`config.mk`:
```
export PLATFORM = sky130hd
export DESIGN_NAME = sync_serial_xfer
export DESIGN_NICKNAME = d
export VERILOG_FILES = /design/src/rtl/ssx_pkg.sv /design/src/rtl/ssx_rst_sync.sv /design/src/rtl/ssx_shifter.sv /design/src/rtl/ssx_irq.sv /design/src/rtl/ssx_regs.sv /design/src/rtl/sync_serial_xfer.sv
export SDC_FILE = /design/constraint.sdc
export NUM_CORES = 1
export LEC_CHECK = 0
export BUFFER_PORTS_ARGS = -buffer_cell sky130_fd_sc_hd__buf_2
export CORE_MARGIN = 1
export CORE_UTILIZATION = 40
export DETAILED_ROUTE_END_ITERATION = 10
export GPL_TIMING_DRIVEN = 1
export PLACE_DENSITY = 0.65
export SLEW_MARGIN = 20
export SYNTH_ARGS = -nofsm -noshare
export SYNTH_HDL_FRONTEND = slang
export SYNTH_SLANG_ARGS = --single-unit
```
`constraint.sdc`:
```
create_clock -name clk -period 1.4 [get_ports clk]
set_input_delay 0.35 -clock clk [delete_from_list [all_inputs] [get_ports clk]]
set_output_delay 0.35 -clock clk [all_outputs]
set_load 0.005 [all_outputs]
```
`src/rtl/ssx_pkg.sv`:
```
package ssx_pkg;
  localparam int ADDR_DATA = 0;
  localparam int ADDR_STAT = 1;
  localparam int ADDR_CTRL = 2;

  localparam int ST_RDY  = 0;
  localparam int ST_TXE  = 1;
  localparam int ST_OVR  = 2;
  localparam int ST_PAR  = 3;
  localparam int ST_FRM  = 4;
  localparam int ST_BUSY = 5;

  localparam int CT_RXIE = 0;
  localparam int CT_TXIE = 1;
  localparam int CT_CLR  = 7;
endpackage

```
`src/rtl/ssx_rst_sync.sv`:
```
module ssx_rst_sync #(
  parameter int STAGES = 2
) (
  input  logic clk,
  input  logic rst_n,
  output logic rst_n_sync
);
  logic [STAGES-1:0] sync_q;

  always_ff @(posedge clk or negedge rst_n) begin
    if (!rst_n) sync_q <= '0;
    else        sync_q <= {sync_q[STAGES-2:0], 1'b1};
  end

  assign rst_n_sync = sync_q[STAGES-1];
endmodule

```
`src/rtl/ssx_shifter.sv`:
```
module ssx_shifter #(
  parameter int DATA_W = 8
) (
  input  logic              clk,
  input  logic              rst_n,
  input  logic              tick_i,
  input  logic              tx_full_i,
  input  logic [DATA_W-1:0] tx_data_i,
  input  logic              sdi_i,
  output logic              load_o,
  output logic              busy_o,
  output logic              done_o,
  output logic [DATA_W-1:0] rx_byte_o,
  output logic              sck_o,
  output logic              sdo_o
);
  localparam int HW = $clog2(2 * DATA_W);
  localparam logic [HW-1:0] LAST_HALF = HW'(2 * DATA_W - 1);

  logic              busy_q, busy_n;
  logic [HW-1:0]     half_q, half_n;
  logic              sck_q, sck_n;
  logic              sdo_q, sdo_n;
  logic              done_q, done_n;
  logic [DATA_W-1:0] tx_sh_q, tx_sh_n;
  logic [DATA_W-1:0] rx_sh_q, rx_sh_n;

  assign load_o = !busy_q && tx_full_i;

  always_comb begin
    busy_n  = busy_q;
    half_n  = half_q;
    sck_n   = sck_q;
    sdo_n   = sdo_q;
    done_n  = 1'b0;
    tx_sh_n = tx_sh_q;
    rx_sh_n = rx_sh_q;
    if (load_o) begin
      busy_n  = 1'b1;
      half_n  = '0;
      sck_n   = 1'b1;
      tx_sh_n = tx_data_i;
    end else if (busy_q && tick_i) begin
      half_n = half_q + 1'b1;
      if (!half_q[0]) begin
        sck_n   = 1'b0;
        sdo_n   = tx_sh_q[0];
        tx_sh_n = tx_sh_q >> 1;
      end else begin
        sck_n   = 1'b1;
        rx_sh_n = {sdi_i, rx_sh_q[DATA_W-1:1]};
        if (half_q == LAST_HALF) begin
          busy_n = 1'b0;
          done_n = 1'b1;
        end
      end
    end
  end

  always_ff @(posedge clk or negedge rst_n) begin
    if (!rst_n) begin
      busy_q  <= 1'b0;
      half_q  <= '0;
      sck_q   <= 1'b1;
      sdo_q   <= 1'b1;
      done_q  <= 1'b0;
      tx_sh_q <= '0;
      rx_sh_q <= '0;
    end else begin
      busy_q  <= busy_n;
      half_q  <= half_n;
      sck_q   <= sck_n;
      sdo_q   <= sdo_n;
      done_q  <= done_n;
      tx_sh_q <= tx_sh_n;
      rx_sh_q <= rx_sh_n;
    end
  end

  assign busy_o    = busy_q;
  assign done_o    = done_q;
  assign rx_byte_o = rx_sh_q;
  assign sck_o     = sck_q;
  assign sdo_o     = sdo_q;

  p_idle_clk_high_r3: assert property (@(posedge clk) disable iff (!rst_n)
    !busy_q |-> sck_q);
  p_start_needs_write_r2: assert property (@(posedge clk) disable iff (!rst_n)
    $rose(busy_q) |-> $past(tx_full_i));
  p_done_on_rise_r4: assert property (@(posedge clk) disable iff (!rst_n)
    done_q |-> (sck_q && $past(busy_q)));
endmodule

```
`src/rtl/ssx_irq.sv`:
```
module ssx_irq #(
  parameter int N = 2
) (
  input  logic         clk,
  input  logic         rst_n,
  input  logic [N-1:0] src_i,
  input  logic         en_i,
  output logic         irq_o
);
  logic [N-1:0] gated;

  for (genvar i = 0; i < N; i++) begin : g_src
    assign gated[i] = src_i[i] & en_i;
  end

  assign irq_o = |gated;

  p_irq_needs_enable_r9: assert property (@(posedge clk) disable iff (!rst_n)
    irq_o |-> en_i);
endmodule

```
`src/rtl/ssx_regs.sv`:
```
module ssx_regs
  import ssx_pkg::*;
#(
  parameter int DATA_W = 8,
  parameter int ADDR_W = 2
) (
  input  logic              clk,
  input  logic              rst_n,
  input  logic [ADDR_W-1:0] bus_addr,
  input  logic [DATA_W-1:0] bus_wdata,
  input  logic              bus_wr,
  input  logic              bus_rd,
  output logic [DATA_W-1:0] bus_rdata,
  input  logic              load_i,
  input  logic              done_i,
  input  logic              busy_i,
  input  logic [DATA_W-1:0] rx_byte_i,
  output logic              tx_full_o,
  output logic [DATA_W-1:0] tx_data_o,
  output logic              rx_rdy_o,
  output logic              ovr_o,
  output logic              rx_ie_o,
  output logic              tx_ie_o
);
  logic              tx_full_q, tx_full_n;
  logic [DATA_W-1:0] tx_data_q, tx_data_n;
  logic              rx_rdy_q, rx_rdy_n;
  logic [DATA_W-1:0] rx_data_q, rx_data_n;
  logic              ovr_q, ovr_n;
  logic              rx_ie_q, rx_ie_n;
  logic              tx_ie_q, tx_ie_n;

  logic wr_data, rd_data, wr_ctrl;
  assign wr_data = bus_wr && (bus_addr == ADDR_W'(ADDR_DATA));
  assign rd_data = bus_rd && (bus_addr == ADDR_W'(ADDR_DATA));
  assign wr_ctrl = bus_wr && (bus_addr == ADDR_W'(ADDR_CTRL));

  always_comb begin
    tx_full_n = tx_full_q;
    tx_data_n = tx_data_q;
    rx_rdy_n  = rx_rdy_q;
    rx_data_n = rx_data_q;
    ovr_n     = ovr_q;
    rx_ie_n   = rx_ie_q;
    tx_ie_n   = tx_ie_q;

    if (wr_data) begin
      tx_full_n = 1'b1;
      tx_data_n = bus_wdata;
    end else if (load_i) begin
      tx_full_n = 1'b0;
    end

    if (done_i) begin
      if (rx_rdy_q && !rd_data) begin
        ovr_n = 1'b1;
      end else begin
        rx_data_n = rx_byte_i;
      end
      rx_rdy_n = 1'b1;
    end else if (rd_data) begin
      rx_rdy_n = 1'b0;
    end

    if (wr_ctrl) begin
      rx_ie_n = bus_wdata[CT_RXIE];
      tx_ie_n = bus_wdata[CT_TXIE];
      if (bus_wdata[CT_CLR] && !(done_i && rx_rdy_q && !rd_data)) ovr_n = 1'b0;
    end
  end

  always_ff @(posedge clk or negedge rst_n) begin
    if (!rst_n) begin
      tx_full_q <= 1'b0;
      tx_data_q <= '0;
      rx_rdy_q  <= 1'b0;
      rx_data_q <= '0;
      ovr_q     <= 1'b0;
      rx_ie_q   <= 1'b0;
      tx_ie_q   <= 1'b0;
    end else begin
      tx_full_q <= tx_full_n;
      tx_data_q <= tx_data_n;
      rx_rdy_q  <= rx_rdy_n;
      rx_data_q <= rx_data_n;
      ovr_q     <= ovr_n;
      rx_ie_q   <= rx_ie_n;
      tx_ie_q   <= tx_ie_n;
    end
  end

  logic [DATA_W-1:0] status, ctrl_rd;
  always_comb begin
    status          = '0;
    status[ST_RDY]  = rx_rdy_q;
    status[ST_TXE]  = !tx_full_q;
    status[ST_OVR]  = ovr_q;
    status[ST_PAR]  = 1'b0;
    status[ST_FRM]  = 1'b0;
    status[ST_BUSY] = busy_i;
    ctrl_rd          = '0;
    ctrl_rd[CT_RXIE] = rx_ie_q;
    ctrl_rd[CT_TXIE] = tx_ie_q;
  end

  always_comb begin
    case (bus_addr)
      ADDR_W'(ADDR_DATA): bus_rdata = rx_data_q;
      ADDR_W'(ADDR_STAT): bus_rdata = status;
      ADDR_W'(ADDR_CTRL): bus_rdata = ctrl_rd;
      default:            bus_rdata = '0;
    endcase
  end

  assign tx_full_o = tx_full_q;
  assign tx_data_o = tx_data_q;
  assign rx_rdy_o  = rx_rdy_q;
  assign ovr_o     = ovr_q;
  assign rx_ie_o   = rx_ie_q;
  assign tx_ie_o   = tx_ie_q;

  p_ready_after_done_r4: assert property (@(posedge clk) disable iff (!rst_n)
    done_i |=> rx_rdy_q);
  p_overrun_keeps_byte_r7: assert property (@(posedge clk) disable iff (!rst_n)
    (done_i && rx_rdy_q && !rd_data) |=> (ovr_q && $stable(rx_data_q)));
  p_write_fills_tx_r6: assert property (@(posedge clk) disable iff (!rst_n)
    wr_data |=> tx_full_q);
  p_read_clears_ready_r5: assert property (@(posedge clk) disable iff (!rst_n)
    (rd_data && !done_i) |=> !rx_rdy_q);
endmodule

```
`src/rtl/sync_serial_xfer.sv`:
```
module sync_serial_xfer #(
  parameter int DATA_W = 8,
  parameter int ADDR_W = 2
) (
  input  logic              clk,
  input  logic              rst_n,
  input  logic [ADDR_W-1:0] bus_addr,
  input  logic [DATA_W-1:0] bus_wdata,
  input  logic              bus_wr,
  input  logic              bus_rd,
  output logic [DATA_W-1:0] bus_rdata,
  input  logic              baud_tick,
  output logic              sck_o,
  input  logic              sdi_i,
  output logic              sdo_o,
  output logic              irq_rx_o,
  output logic              irq_tx_o
);
  logic              rst_n_s;
  logic              load, busy, done, tx_full, rx_rdy, ovr, rx_ie, tx_ie;
  logic [DATA_W-1:0] tx_data, rx_byte;

  ssx_rst_sync #(.STAGES(2)) u_rst (
    .clk(clk), .rst_n(rst_n), .rst_n_sync(rst_n_s)
  );

  ssx_regs #(.DATA_W(DATA_W), .ADDR_W(ADDR_W)) u_regs (
    .clk(clk), .rst_n(rst_n_s),
    .bus_addr(bus_addr), .bus_wdata(bus_wdata), .bus_wr(bus_wr), .bus_rd(bus_rd),
    .bus_rdata(bus_rdata),
    .load_i(load), .done_i(done), .busy_i(busy), .rx_byte_i(rx_byte),
    .tx_full_o(tx_full), .tx_data_o(tx_data), .rx_rdy_o(rx_rdy), .ovr_o(ovr),
    .rx_ie_o(rx_ie), .tx_ie_o(tx_ie)
  );

  ssx_shifter #(.DATA_W(DATA_W)) u_shift (
    .clk(clk), .rst_n(rst_n_s), .tick_i(baud_tick),
    .tx_full_i(tx_full), .tx_data_i(tx_data), .sdi_i(sdi_i),
    .load_o(load), .busy_o(busy), .done_o(done), .rx_byte_o(rx_byte),
    .sck_o(sck_o), .sdo_o(sdo_o)
  );

  ssx_irq #(.N(2)) u_irq_rx (
    .clk(clk), .rst_n(rst_n_s), .src_i({ovr, rx_rdy}), .en_i(rx_ie), .irq_o(irq_rx_o)
  );

  ssx_irq #(.N(1)) u_irq_tx (
    .clk(clk), .rst_n(rst_n_s), .src_i(!tx_full), .en_i(tx_ie), .irq_o(irq_tx_o)
  );

  p_tx_irq_means_empty_r9: assert property (@(posedge clk) disable iff (!rst_n_s)
    irq_tx_o |-> !tx_full);
endmodule

```
==> out/metrics.yaml <==
period_needed_ps: 1510
hold_class: "reg -> async"
dp_hpwl_um: 2810
drive_gt1_share_pct: 54.0
setup_viol: 11
synth.net_count: 168
status: "finished, violations left"
place_inst: 255
vias: 1337
crit_type: "reg -> out"
failed_checks: "negative setup slack"
crit_required_ps: 1050
synth.avg_cell_area_um2: 14.5
die_w_um: 75.9
h-tree-depth: 2
syn_inst: 151
cp-start-kind: "flop"
io_buffers: 27
grt_antenna_before_repair: 0
worstSetupEndpointType: "primary output"
cap_violations: 0
layout_setup_ws_ps: -113
globalRouteMet3Util_pct: 4.37
dieArea_um2: 5750
wl_um: 3830
pin_count: 28
mostFrequentLayoutCells: "43 x dfrtp_1, 27 x buf_2, 21 x mux2_4"
grt_pass1_vias: 1388
p_comb_share_pct: 32.2
globalRouteMet1Util_pct: 18.8
final_core_util_pct: 52.3
gp_congestion: 0.787
cp.arrival_ps: 1160
cts_num_sinks: 47
skew_ps: 4.18
p_leak_uw: 0.00132
final_nets: 217
drt-wirelength-per-cell_um: 14.2
die_h_um: 75.9
power_density_nw_per_um2: 1600
cts_tree: "done"
grt_pass1_wl_um: 6320
overflow: 0
rsz0062_at_grt: "true"
busiest_layer: "met2"
clock_latency_ps: 290
maxSlewViolCount: 0
vdd_drop_max_mv: 0.480
timing.final.crit_share_pct: 108
num_antenna_cells: 0
max_freq_ghz: 0.661
core_area_um2: 5170
fin_cells: 270
drc: 0
hold_violations: 0
ant_nets: 0
cts.clk_slew.worst_paths_ps: 80
switchingPower_uw: 1200
root_buffer: "clkbuf_8"
rows: 26
synth_cell_types: 39
ys_seq_area_share_pct: 54.0
grt_use_met2_pct: 25.0
p_seq_share_pct: 49.4
cts_max_path_buffers: 2
grt_usage_pct: 15.0
grt_start_max_net_pins: 46
switching_share_pct: 27.7
vias_per_cell: 4.95
dr.pass1.iters: 2
syn_area_um2: 2180
crit_path_max_fanout: 2
num-fill-cells: 442
ys_warn_count: 0
drt_iter0_markers: 60
ys_ff_latch: 47
p_int_uw: 3130
numCtsBuffers: 5
start_util_pct: 42.2
p_clk_share_pct: 18.4
final_common_cell: "dfrtp_1"
syn_to_final_growth_pct: 24.1
pre_cts_slack_ps: -49.5
[layer usage]
metal	up-vias	routed length, µm
met5	-	0
met4	0	22
met3	2	138
met2	27	1910
met1	682	1760
li1	626	-
[per-stage QoR]
step / hold WS, ps / TNS, ps / total power [µW] / area, µm²
3_3_place_gp: 134 / 0 / 3390 / 2500
3_5_place_dp: 136 / -529 / 3490 / 2500
4_1_cts: 256 / -933 / 4300 / 2630
2_1_floorplan: 54.4 / 0 / 3070 / 2180
6_report: 236 / -886 / 4330 / 2710
5_1_grt: 272 / -1520 / 4590 / 2710
[worst paths after layout]
| path | from | end | slack [ps] | depth (start not counted) |
|---|---|---|---|---|
| min in group clk | sdi_i | u_shift.rx_byte_o[7]$_DFFE_PN0P_ | 290 | 2 |
| min | u_rst.sync_q[1]$_DFF_PN0_ | u_shift.tx_sh_q[3]$_DFFE_PN0P_ | 240 | 1 |
| max reg2reg | u_shift.busy_o$_DFFE_PN0P_ | u_shift.tx_sh_q[0]$_DFFE_PN0P_ | -100 | 5 |
| max in group asynchronous | u_rst.sync_q[1]$_DFF_PN0_ | u_shift.sck_o$_DFFE_PN1P_ | 890 | 1 |
| max | u_shift.busy_o$_DFFE_PN0P_ | bus_rdata[5] | -110 | 4 |
| min reg2reg | u_rst.sync_q[1]$_DFF_PN0_ | u_shift.tx_sh_q[3]$_DFFE_PN0P_ | 240 | 1 |
[registers in the layout (all words and copies together), names as in the netlist]
register,flops
u_shift.half_q,4
u_rst.sync_q,2
u_shift.busy_o,1
u_shift.sck_o,1
u_regs.rx_data_q,8
u_shift.done_o,1
u_regs.tx_ie_o,1
u_regs.rx_rdy_o,1
u_shift.tx_sh_q,8
u_regs.rx_ie_o,1
u_regs.tx_full_o,1
u_shift.sdo_o,1
u_regs.ovr_o,1
u_regs.tx_data_o,8
u_shift.rx_byte_o,8
[timing repair]
action | CTS | global route
gates resized for setup | 3 | 3
setup buffers | 2 | 4
hold buffers | 1 | 0
pin swaps | 2 | 2
hold endpoints to repair | 2 | 0
setup endpoints to repair | 11 | 29
cloned | 0 | 1
[synth_stat cells]
cell type,n,area (µm²)
xor2_1,1,8.76
mux2_1,1,11.3
nor3_1,1,5.00
a22o_1,3,26.3
buf_4,5,37.5
mux2i_1,5,50.1
ha_1,1,12.5
dfstp_2,2,52.6
nor2_4,1,11.3
a31oi_4,1,21.3
inv_1,2,7.51
or2b_1,1,7.51
nor2b_4,1,13.8
nand2_1,3,11.3
buf_6,2,22.5
a21oi_1,2,10.0
and2b_1,1,7.51
o22ai_1,2,12.5
or2_2,1,6.26
nand3_2,1,10.0
o21a_1,1,7.51
nand2b_1,1,6.26
mux2_2,20,225
nor2_1,6,22.5
nand4b_1,1,8.76
nor2b_1,1,6.26
a21o_1,1,7.51
nand3b_1,1,7.51
o31ai_1,1,7.51
dfrtp_1,45,1130
mux2_4,21,315
and2_1,5,31.3
o21ai_0,3,15.0
conb_1,1,3.75
o211ai_1,1,7.51
a21boi_0,1,7.51
o21ai_4,1,16.3
buf_2,1,5.00
nand3_1,2,10.0
[worst max-delay path, stage by stage (launching register included)]
cell and delay [ps]:
dfrtp_2 410, buf_6 110, mux2i_1 170, nor2_1 50, buf_2 120
[cell type report]
type	count	area, µm²	area share [%]
clock inverter	1	5.00	0.185
multi-input combinational	94	942	34.8
clock buffer	6	82.6	3.05
timing repair buffer	50	402	14.8
sequential	47	1180	43.6
inverter	2	7.51	0.277
tap	70	87.6	3.23
[kinds of logic (layout without fill, tap and decap cells)]
group | after synthesis | after routing | share of synthesized area (%)
other | 1 | 1 | 0.172
flip-flops | 47 | 47 | 54.0
AND/OR/NAND/NOR | 27 | 27 | 7.57
multiplexers | 47 | 47 | 27.6
buffers and inverters | 10 | 59 | 3.33
adder cells (fa/ha/maj) | 1 | 1 | 0.573
AO/OA/AOI/OAI | 17 | 17 | 6.37
XOR/XNOR | 1 | 1 | 0.401
[power by group through the flow]
stage | sequential, µW | combinational (µW) | clock, µW
finish | 2140 | 1390 | 796
global route | 2200 | 1510 | 873
CTS | 2140 | 1340 | 814
detailed placement | 2160 | 1320 | 0
global placement | 2130 | 1260 | 0
floorplan | 2070 | 1010 | 0
No activity file was read; power rests on OpenSTA's default activity.
